## src/rtl/sisr_pkg.sv

```systemverilog
package sisr_pkg;
    // Width of the signature register.
    parameter int unsigned SIG_W = 3;
    // Feedback coefficients c0..c(W-1); x^W is implied. 1 + x + x^3.
    parameter logic [SIG_W-1:0] SIG_POLY = 3'b011;
endpackage

```

## src/rtl/sisr_step.sv

```systemverilog
module sisr_step #(
    parameter int unsigned W = sisr_pkg::SIG_W,
    parameter logic [W-1:0] POLY = sisr_pkg::SIG_POLY
) (
    input  logic [W-1:0] state_i,
    input  logic         bit_i,
    output logic [W-1:0] next_o
);
    logic fb;

    assign fb = state_i[W-1];
    // Stage 0 always takes the incoming bit plus the feedback (c0 = 1).
    assign next_o[0] = bit_i ^ fb;

    for (genvar k = 1; k < W; k++) begin : g_stage
        if (POLY[k]) begin : g_tap
            assign next_o[k] = state_i[k-1] ^ fb;
        end else begin : g_plain
            assign next_o[k] = state_i[k-1];
        end
    end
endmodule

```

## src/rtl/sisr_judge.sv

```systemverilog
module sisr_judge #(
    parameter int unsigned W = sisr_pkg::SIG_W
) (
    input  logic [W-1:0] got_i,
    input  logic [W-1:0] want_i,
    output logic         equal_o
);
    assign equal_o = (got_i == want_i);
endmodule

```

## src/rtl/sisr_compactor.sv

```systemverilog
module sisr_compactor #(
    parameter int unsigned W = sisr_pkg::SIG_W,
    parameter logic [W-1:0] POLY = sisr_pkg::SIG_POLY
) (
    input  logic         clk_i,
    input  logic         rst_ni,
    input  logic         clear_i,
    input  logic         en_i,
    input  logic         din_i,
    input  logic         done_i,
    input  logic [W-1:0] expected_i,
    output logic [W-1:0] sig_o,
    output logic         match_o,
    output logic [W-1:0] final_o,
    output logic         pass_o
);
    typedef struct packed {
        logic [W-1:0] sig;
        logic [W-1:0] fin;
        logic         pass;
    } state_t;

    state_t       s_d, s_q;
    logic [W-1:0] shifted;
    logic         sig_eq;

    sisr_step #(.W(W), .POLY(POLY)) i_step (
        .state_i (s_q.sig),
        .bit_i   (din_i),
        .next_o  (shifted)
    );

    sisr_judge #(.W(W)) i_judge (
        .got_i   (s_q.sig),
        .want_i  (expected_i),
        .equal_o (sig_eq)
    );

    always_comb begin
        s_d = s_q;
        if (clear_i) begin
            s_d = '0;
        end else begin
            if (done_i) begin
                s_d.fin  = s_q.sig;
                s_d.pass = sig_eq;
            end
            if (en_i) begin
                s_d.sig = shifted;
            end
        end
    end

    always_ff @(posedge clk_i or negedge rst_ni) begin
        if (!rst_ni) begin
            s_q <= '0;
        end else begin
            s_q <= s_d;
        end
    end

    assign sig_o   = s_q.sig;
    assign final_o = s_q.fin;
    assign pass_o  = s_q.pass;
    assign match_o = sig_eq;

    // clear empties the register next cycle, whatever else is asserted.
    assert_clear_zero_R2: assert property (@(posedge clk_i) disable iff (!rst_ni)
        clear_i |=> (sig_o == '0 && final_o == '0 && !pass_o));

    // disabled capture leaves the signature untouched.
    assert_hold_R3: assert property (@(posedge clk_i) disable iff (!rst_ni)
        (!clear_i && !en_i) |=> $stable(sig_o));

    // done captures the pre-edge signature into the result port.
    assert_latch_R7: assert property (@(posedge clk_i) disable iff (!rst_ni)
        (done_i && !clear_i) |=> (final_o == $past(sig_o)));

    // result stays put without done or clear.
    assert_keep_R7: assert property (@(posedge clk_i) disable iff (!rst_ni)
        (!done_i && !clear_i) |=> ($stable(final_o) && $stable(pass_o)));

    // a nonzero state never collapses to zero on a zero input bit.
    assert_no_collapse_R8: assert property (@(posedge clk_i) disable iff (!rst_ni)
        (en_i && !clear_i && !din_i && sig_o != '0) |=> (sig_o != '0));
endmodule

```

## config.mk

```make
export PLATFORM = sky130hd
export DESIGN_NAME = sisr_compactor
export DESIGN_NICKNAME = d
export VERILOG_FILES = /design/src/rtl/sisr_pkg.sv /design/src/rtl/sisr_step.sv /design/src/rtl/sisr_judge.sv /design/src/rtl/sisr_compactor.sv
export SDC_FILE = /design/constraint.sdc
export NUM_CORES = 1
export LEC_CHECK = 0
export BUFFER_PORTS_ARGS = -buffer_cell sky130_fd_sc_hd__buf_2
export CORE_AREA = 5 5 42 44
export CTS_CLUSTER_SIZE = 14
export DETAILED_ROUTE_END_ITERATION = 10
export DIE_AREA = 0 0 47 49
export PLACE_DENSITY_LB_ADDON = 0.2
export SLEW_MARGIN = 20
export SYNTH_ARGS = -nofsm -noshare
export SYNTH_HDL_FRONTEND = slang
export SYNTH_SLANG_ARGS = --single-unit
```

## constraint.sdc

```tcl
create_clock -name clk_i -period 2.45 [get_ports clk_i]
set_clock_uncertainty 0.2 [all_clocks]
set_input_delay 0.245 -clock clk_i [delete_from_list [all_inputs] [get_ports clk_i]]
set_output_delay 0.245 -clock clk_i [all_outputs]
set_load 0.01 [all_outputs]
```

==> results of run 1 <==
## critical path: stages, from the launching register on
cell     delay [ns]
dfrtp_1        0.44
xor2_1         0.20
nor3_1         0.18
buf_2          0.15
## area by class of cell
type	count	area, µm²	share of cell area
repair buffers	17	90.1	0.192
flip-flops and latches	7	175	0.373
well taps	16	20.0	0.0427
multi-input cells	21	158	0.336
clock buffers	4	26.3	0.0560
## worst max path at each step
stage | endpoint | cells after the start | slack [ns] | start
global route | match_o | 3 | 0.74 | sig_o[2]$_DFFE_PN0P_
finish | match_o | 3 | 0.79 | sig_o[1]$_DFFE_PN0P_
detailed placement | match_o | 3 | 1.05 | sig_o[1]$_DFFE_PN0P_
CTS | match_o | 3 | 0.77 | sig_o[1]$_DFFE_PN0P_
floorplan | match_o | 3 | 1.01 | sig_o[2]$_DFFE_PN0P_
global placement | match_o | 3 | 1.04 | sig_o[1]$_DFFE_PN0P_
## power by group
| part | internal [mW] | leakage [nW] | switching [mW] |
|---|---|---|---|
| registers | 0.121 | 0.0950 | 0.00630 |
| logic | 0.0204 | 0.147 | 0.0222 |
| clock network | 0.0620 | 0.0150 | 0.0401 |
## timing repair
action,in CTS,in global routing
endpoints found under the hold margin,7,0
setup endpoints to repair,0,0
hold buffers,1,0
## registers in the layout (all words and copies together), names as in the netlist
name and cells:
final_o 3, pass_o 1, sig_o 3
## layer usage
metal | vias up | GRT usage | routed length (µm)
met5 | - | 0 | 0
met4 | 0 | 0.0415 | 0
met3 | 0 | 0.0332 | 75
met2 | 12 | 0.0950 | 348
met1 | 119 | 0.0921 | 338
li1 | 139 | - | -
## placed cells by master (no fill, tap or decap), drive strengths merged
cell,synthesis,layout
dfrtp,7,7
nor2,6,6
mux2i,4,4
or3b,1,1
clkbuf,1,4
nand2b,1,1
xor2,3,3
dlygate4sd3,0,1
a211oi,2,2
xnor2,2,2
o41ai,1,1
nor3,1,1
buf,0,16
## through the flow
step                      hold slack [ns]  setup slack (ns)  cells  cell area, µm²
after global placement             -0.109              1.04     60             433
final                              0.0460             0.790     65             469
after detailed placement           -0.109              1.05     60             433
after global routing               0.0381             0.737     65             469
after CTS                          0.0357             0.770     65             469
after floorplan                    -0.251              1.01     29             338
## cell families after synthesis
group	after synthesis
buffers and inverters	1
AOI/OAI and AO/OA	3
xor gates and xnor gates	5
and+or+nand+nor	9
DFF	7
muxes	4
==> metrics.md, run 1 <==
| Metric | Value |
|---|---|
| CTS clock-pin slew for the worst setup and hold paths | 0.05 ns |
| Largest net degree at the start of global routing | 9 |
| Sequential area share after synthesis | 0.519 |
| CTS H-tree lvls | 1 |
| Die Area | approximately 2300 µm² |
| Pre-antenna DRT Iters | 4 |
| Area share of and/or/nand/nor cells after synthesis | 0.126 |
| IO buf count | 16 |
| Initial antenna violation count | 0 |
| Top post-synthesis cells by area | dfrtp_1 (52%), mux2i_1 (12%), xor2_1 (7.8%) |
| Syn Nets | 38 |
| Routed via count | 270 |
| Final setup violation count | 0 |
| Post-CTS Resized | 0 |
| Clk root buf | clkbuf_4 |
| Num CTS Buffers | 3 |
| IR drop worst, VDD | about 0.00023 V |
| # nets final | 59 |
| Reg2reg start | sig_o[1]$_DFFE_PN0P_ |
| Initial Util | 0.241 |
| Total Power | between 0.2 and 0.3 mW |
| Io pins | 17 |
| FILL cells | 146 |
| Worst hold path class | in2reg |
| Area fraction in compound gates after synthesis | 0.0926 |
| Wire length per cell | between 10 and 15 µm |
| Synth top area share | 0.519 |
| CTS tree | done |
| First-pass GRT wire length | 1170 µm |
| Total gr overflow | 0 |
| Iteration-0 DRC Markers | 4 |
| Reg-to-reg slack, setup | between 1 and 1.5 ns |
| Die height | 49 µm |
| Worst-path fanout max | 5 |
| Post-layout min period | approximately 1.7 ns |
| Post-synthesis cell count | 29 |
| Global Route Usage Sum | 0.0716 |
| Antenna Diode Count | 0 |
| CP Capture Type | output pin |
| Synth area leader | dfrtp_1 |
| Share of layout cells above drive strength 1 | 0.429 |
| R2R Path End | pass_o$_DFFE_PN0P_ |
| Peak Freq | around 0.6 GHz |
| CP Launch Type | register |
| LEAKAGE | 0.257 nW |
| Final wirelength | roughly 760 µm |
| Pwr Density | around 580 nW/µm² |
| Vias in the first global route | 266 |
| Outcome | completed |
| Number of synthesized flops with an enable pin | 0 |
| Clock buffer depth | 2 |
| Max-cap violations | 0 |
| Clock sinks | 7 |
| Synth Area in Adders | 0 |
| Vias per cell | around 4.2 |
| Post-Syn Area | roughly 340 µm² |
| Endpoints failing hold | 0 |
| Worst-Margin Slew | about 0.24 ns |
| Top-count cell post-synth | dfrtp_1 |
| Hold wc startpoint | en_i |
| Top_reg_cell synth | dfrtp_1 |
| Slew headroom | 0.837 |
| Area of the core | 1400 µm² |
| Gpl congestion | 0.651 |
| Post-Synth XOR/XNOR Area | 0.130 |
| Slew Limit Fails | 0 |
| Required time worst endpoint | approximately 2 ns |
| Post-layout util | 0.335 |
| Most common library cells after synthesis | dfrtp_1 (7), nor2_1 (6), mux2i_1 (4) |
| DRC violations left | 0 |
| Post-route ant nets | 0 |
| Area grow syn2layout | 38.9% |
| Post-synthesis mux area share | 0.119 |
| Clock insertion delay at the later pin of the skew report | between 0.2 and 0.25 ns |
| Worst hold path cell count | 2 |
| Post-synth cell types | 11 |
| Hold EP | sig_o[1]$_DFFE_PN0P_ |
| Largest family of logic cells by synthesized area | XOR/XNOR gates |
| Sum of negative setup slack | 0 ns |
| Crit share post-route | 0.678 |
| Die Span X | roughly 47 µm |
| Critical path arrival | about 1.2 ns |
| Cell row count | 14 |
| Critical path type | reg2out |
| Yosys reg bits | 7 |
| R2R cell count | 2 |
| Async SR Flop Fraction | 1.00 |
| Setup bufs post-CTS | 0 |
| RSZ-0062 raised after global routing | no |
| Yosys Warn Count | 0 |
| Syn avg cell area | around 12 µm² |
(Power assumes the default switching activity.)
==> run 2, diff against run 1 <==
- clock period: 2.45 -> 1.74 ns (I/O delays scaled with it)
==> run 2 against run 1 <==
First-iteration DRC count shrank 50%. Routed wire length rose by 5.5%. Die area unchanged. Cell count up 4.6%. Sequential share of layout area decreased by 2.1 points. Register-to-register slack got worse by 1.0 ns. Critical path depth is 2 higher. Critical path type is now in2reg.
==> metrics.md, run 2 (synthesized netlist as in run 1, its figures left out) <==
| Metric | Value |
|---|---|
| Io pins | 17 |
| Share of layout cells above drive strength 1 | 0.423 |
| Vias in the first global route | approximately 300 |
| Peak Freq | 0.601 GHz |
| Reg2reg start | sig_o[2]$_DFFE_PN0P_ |
| Total gr overflow | 0 |
| Initial Util | 0.241 |
| R2R cell count | 3 |
| # nets final | 62 |
| Sequential share of power | 0.460 |
| Final wirelength | approximately 800 µm |
| Routed via count | about 300 |
| Initial antenna violation count | 0 |
| IO buf count | 16 |
| Outcome | completed |
| Num CTS Buffers | 3 |
| Gpl congestion | 0.651 |
| Clock buffer depth | 2 |
| Worst-path fanout max | 5 |
| Required time worst endpoint | 1.73 ns |
| Largest net degree at the start of global routing | 9 |
| Slew Limit Fails | 0 |
| Area grow syn2layout | 48.1% |
| Total Power | about 0.4 mW |
| Hold wc startpoint | din_i |
| Global Route Usage Sum | 0.0832 |
| CTS clock-pin slew for the worst setup and hold paths | ~0.05 ns |
| Pre-antenna DRT Iters | 2 |
| Die height | ~50 µm |
| Switching fraction of total power | 0.254 |
| Clock share of power | 0.370 |
| Post-DP Area | 433 µm² |
| Cell row count | 14 |
| Worst hold path cell count | 3 |
| Post-layout min period | ~1.7 ns |
| Max-cap violations | 0 |
| Die Area | roughly 2300 µm² |
| Antenna Diode Count | 0 |
| Wire length per cell | approximately 12 µm |
| Finished Cell Area | between 500 and 600 µm² |
| Endpoints failing hold | 0 |
| R2R Path End | sig_o[1]$_DFFE_PN0P_ |
| Critical path type | in2reg |
| Post-route ant nets | 0 |
| Commonest cells after routing, fill and taps aside | buf_2 (16), nor2_1 (6), dfrtp_1 (6), mux2i_1 (4), dlygate4sd3_1 (4) |
| Clk root buf | clkbuf_4 |
| Clock sinks | 7 |
| Die Span X | between 40 and 50 µm |
| LEAKAGE | approximately 0.27 nW |
| Hold EP | sig_o[0]$_DFFE_PN0P_ |
| Register area | 176 µm² |
| Setup bufs post-CTS | 0 |
| Area of the core | around 1400 µm² |
| Iteration-0 DRC Markers | 2 |
| Combinational power share | 0.170 |
| Setup WS pre-CTS | 0.412 ns |
| Worst hold path class | in2reg |
| HPWL Detailed | ~600 µm |
| Clock insertion delay at the later pin of the skew report | about 0.25 ns |
| Setup slack after layout | between 0.07 and 0.08 ns |
| Final setup violation count | 0 |
| Post-layout util | 0.357 |
| Crit share post-route | 0.956 |
| Area of the multi-input gates | around 160 µm² |
| FILL cells | 155 |
| Pwr Density | about 780 nW/µm² |
| Critical path arrival | about 1.7 ns |
| Vias per cell | 4.40 |
| P_sw | 0.0993 mW |
| CTS tree | done |
| Slew headroom | 0.840 |
| Reg-to-reg slack, setup | 0.11 ns |
| CP Capture Type | register |
| Commonest non-fill, non-tap cell in the layout | buf_2 |
| First-pass GRT wire length | ~1300 µm |
| Sum of negative setup slack | 0 ns |
| RSZ-0062 raised after global routing | no |
| Worst-Margin Slew | 0.238 ns |
| Int Pwr | 0.292 mW |
| DRC violations left | 0 |
| CTS H-tree lvls | 1 |
| CP Launch Type | input port |
| IR drop worst, VDD | 0.000412 V |
-- run 2: how the worst max path moves through the flow --
stage,startpoint,cells past startpoint,to
floorplan,sig_o[2]$_DFFE_PN0P_,3,match_o
global placement,sig_o[1]$_DFFE_PN0P_,3,match_o
detailed placement,sig_o[1]$_DFFE_PN0P_,3,match_o
CTS,sig_o[2]$_DFFE_PN0P_,3,sig_o[1]$_DFFE_PN0P_
global route,en_i,5,sig_o[1]$_DFFE_PN0P_
finish,en_i,5,sig_o[1]$_DFFE_PN0P_
-- run 2: critical path, cell delays in order --
cell	delay, ns
dlygate4sd3_1	0.52
buf_2	0.15
nor2_1	0.05
a211oi_1	0.19
dlygate4sd3_1	0.57
-- run 2: through the flow --
stage	instances	hold slack, ns
3_5_place_dp	60	-0.184
3_3_place_gp	60	-0.180
6_report	68	0.0330
2_1_floorplan	29	-0.322
5_1_grt	68	0.0388
4_1_cts	68	0.0268
-- run 2: cell type report --
| class | instances | share of cell area |
|---|---|---|
| multi-input combinational | 21 | 0.315 |
| sequential | 7 | 0.352 |
| clock buffer | 4 | 0.0525 |
| tap | 16 | 0.0400 |
| timing repair buffer | 20 | 0.240 |
-- run 2: per-layer routing --
layer,wire length [µm],vias up,track usage,part of all wire
met5,0,-,0,0
met4,10,0,0.0553,0.012
met3,80,2,0.0554,0.10
met2,380,13,0.109,0.47
met1,333,137,0.0952,0.41
li1,-,147,-,-
-- run 2: repair_timing --
action | CTS | global route
resized for setup | 0 | 1
setup endpoints to repair | 0 | 1
endpoints found under the hold margin | 13 | 0
hold buffers | 4 | 0
-- run 2: power groups by stage --
stage	combinational, mW	sequential [mW]	clock, mW
CTS	0.0678	0.179	0.154
floorplan	0.0274	0.183	0
global placement	0.0605	0.182	0
detailed placement	0.0600	0.182	0
global route	0.0735	0.181	0.168
finish	0.0666	0.180	0.145
==> run 3, diff against run 2 <==
- BUFFER_PORTS_ARGS: -buffer_cell sky130_fd_sc_hd__buf_2 -> -buffer_cell sky130_fd_sc_hd__buf_4
- CELL_PAD_IN_SITES_DETAIL_PLACEMENT: default -> 0
- CELL_PAD_IN_SITES_GLOBAL_PLACEMENT: default -> 2
- CORE_AREA: 5 5 42 44 -> default
- CORE_MARGIN: default -> 5
- CORE_UTILIZATION: default -> 23
- DIE_AREA: 0 0 47 49 -> default
==> run 3 against run 2 <==
Global-route usage decreased by 0.16 points. Highest routed layer is now met3. Utilization rose by 4.2 points. Sequential power about the same. Routed wire length rose by 8.8%. Critical path type is now reg2reg. Combinational power is 15% higher. Count of clock-buffer cells in the layout is the same. Non-clock buffer count is the same. Setup slack better by 0.0086 ns. Register-to-register slack worse by 0.03 ns.
==> metrics.md, run 3 (synthesized netlist as in run 1, its figures left out) <==
| Metric | Value |
|---|---|
| Total gr overflow | 0 |
| IR drop worst, VDD | 0.000427 V |
| Die Span X | between 40 and 50 µm |
| Crit share post-route | 0.951 |
| Critical path cell sequence | xnor2_1 > a211oi_1 > dlygate4sd3_1 |
| Pre-antenna DRT Iters | 2 |
| Critical path arrival | 1.64 ns |
| CTS clock-pin slew for the worst setup and hold paths | roughly 0.05 ns |
| Required time worst endpoint | 1.73 ns |
| Max-cap violations | 0 |
| Post-route ant nets | 0 |
| Final wirelength | approximately 900 µm |
| Slew headroom | 0.836 |
| Commonest non-fill, non-tap cell in the layout | buf_4 |
| CP Capture Type | register |
| Gpl congestion | between 0.6 and 0.7 |
| Die height | 48.3 µm |
| Vias in the first global route | 313 |
| Clock sinks | 7 |
| Final setup violation count | 0 |
| DRC violations left | 0 |
| Routed via count | approximately 300 |
| Vias per cell | 4.40 |
| Critical path type | reg2reg |
| IO buf count | 16 |
| Endpoints failing hold | 0 |
| Clock buffer depth | 2 |
| CTS H-tree lvls | 1 |
| LEAKAGE | 0.277 nW |
| Setup bufs post-CTS | 0 |
| RSZ-0062 raised after global routing | no |
| # nets final | a little over 60 |
| Peak Freq | ~0.6 GHz |
| Iteration-0 DRC Markers | 6 |
| Die Area | 2340 µm² |
| Cell row count | 13 |
| Slowest stage cell on the critical path | dlygate4sd3_1 |
| Sum of negative setup slack | 0 ns |
| Outcome | completed |
| Initial antenna violation count | 0 |
| Worst-Margin Slew | about 0.25 ns |
| Io pins | 17 |
| Num CTS Buffers | 3 |
| First-pass GRT wire length | between 1000 and 1500 µm |
| CTS tree | done |
| Largest net degree at the start of global routing | 9 |
| Worst-path fanout max | 5 |
| Antenna Diode Count | 0 |
| CP Launch Type | register |
| Share of layout cells above drive strength 1 | 0.423 |
| Initial Util | 0.250 |
| Clk root buf | clkbuf_4 |
| Total Power | 0.406 mW |
| Global Route Usage Sum | 0.0816 |
| Area of the core | approximately 1400 µm² |
| Post-layout min period | 1.66 ns |
| Wire length per cell | ~13 µm |
| Commonest cells after routing, fill and taps aside | buf_4 (16), nor2_1 (6), dfrtp_1 (6), mux2i_1 (4), dlygate4sd3_1 (4) |
| Pwr Density | ~750 nW/µm² |
| Slew Limit Fails | 0 |
| Area grow syn2layout | 59.6% |
| Worst hold path class | in2reg |
| Clock insertion delay at the later pin of the skew report | 0.25 ns |
| Max stage delay on crit path | between 0.5 and 0.6 ns |
run 3: cell counts in the layout (fill, tap and decap cells not counted):
Identical to the previous run, type by type.
run 3: cell type report:
cell class | instances | area [µm²]
Clock buffer | 4 | 26.3
Fill cell | 141 | 811
Multi-Input combinational cell | 21 | 158
Sequential cell | 7 | 176
Tap cell | 15 | 18.8
Timing Repair Buffer | 20 | 160
run 3: routing by layer:
layer	vias up	wire length (µm)	track usage
met5	-	0	0
met2	11	415	0.120
li1	146	-	-
met3	0	87	0.0520
met1	138	372	0.0899
met4	0	0	0.0415
run 3: where the power goes:
group	internal, mW	switching [mW]	total, mW
sequential	0.171	0.0100	0.181
clock	0.0876	0.0608	0.148
combinational	0.0439	0.0328	0.0766
run 3: per-stage QoR:
| step | cells | instance area, µm² | hold slack (ns) | setup slack (ns) | util |
|---|---|---|---|---|---|
| 6_report | 67 | 539 | 0.00974 | 0.0847 | 0.399 |
| 5_1_grt | 67 | 539 | 0.0397 | 0.0311 | 0.399 |
| 4_1_cts | 67 | 538 | 0.00411 | 0.0578 | 0.399 |
| 3_5_place_dp | 59 | 472 | -0.208 | 0.373 | 0.349 |
| 3_3_place_gp | 59 | 472 | -0.209 | 0.402 | 0.349 |
| 2_1_floorplan | 29 | 338 | -0.322 | 0.367 | - |
run 3: repair_timing:
action	CTS	global route
hold buffers	4	0
setup endpoints to repair	0	1
endpoints found under the hold margin	13	0
gates resized for setup	0	1
run 3: critical path: cells and delay by family (launching register included):
family                 cells  cell delay [ns]
XOR/XNOR                   1             0.16
buffers and inverters      1             0.57
flip-flops                 1             0.46
AO/OA/AOI/OAI              1             0.21
run 3: worst paths after layout:
check	from	end	slack, ns	cells after the start
min	din_i	sig_o[0]$_DFFE_PN0P_	0.01	3
max in group asynchronous	rst_ni	sig_o[2]$_DFFE_PN0P_	1.13	2
min in group asynchronous	rst_ni	pass_o$_DFFE_PN0P_	0.08	2
max reg2reg	sig_o[0]$_DFFE_PN0P_	sig_o[1]$_DFFE_PN0P_	0.08	3
max	sig_o[0]$_DFFE_PN0P_	sig_o[1]$_DFFE_PN0P_	0.08	3
min reg2reg	final_o[0]$_DFFE_PN0P_	final_o[0]$_DFFE_PN0P_	0.34	2
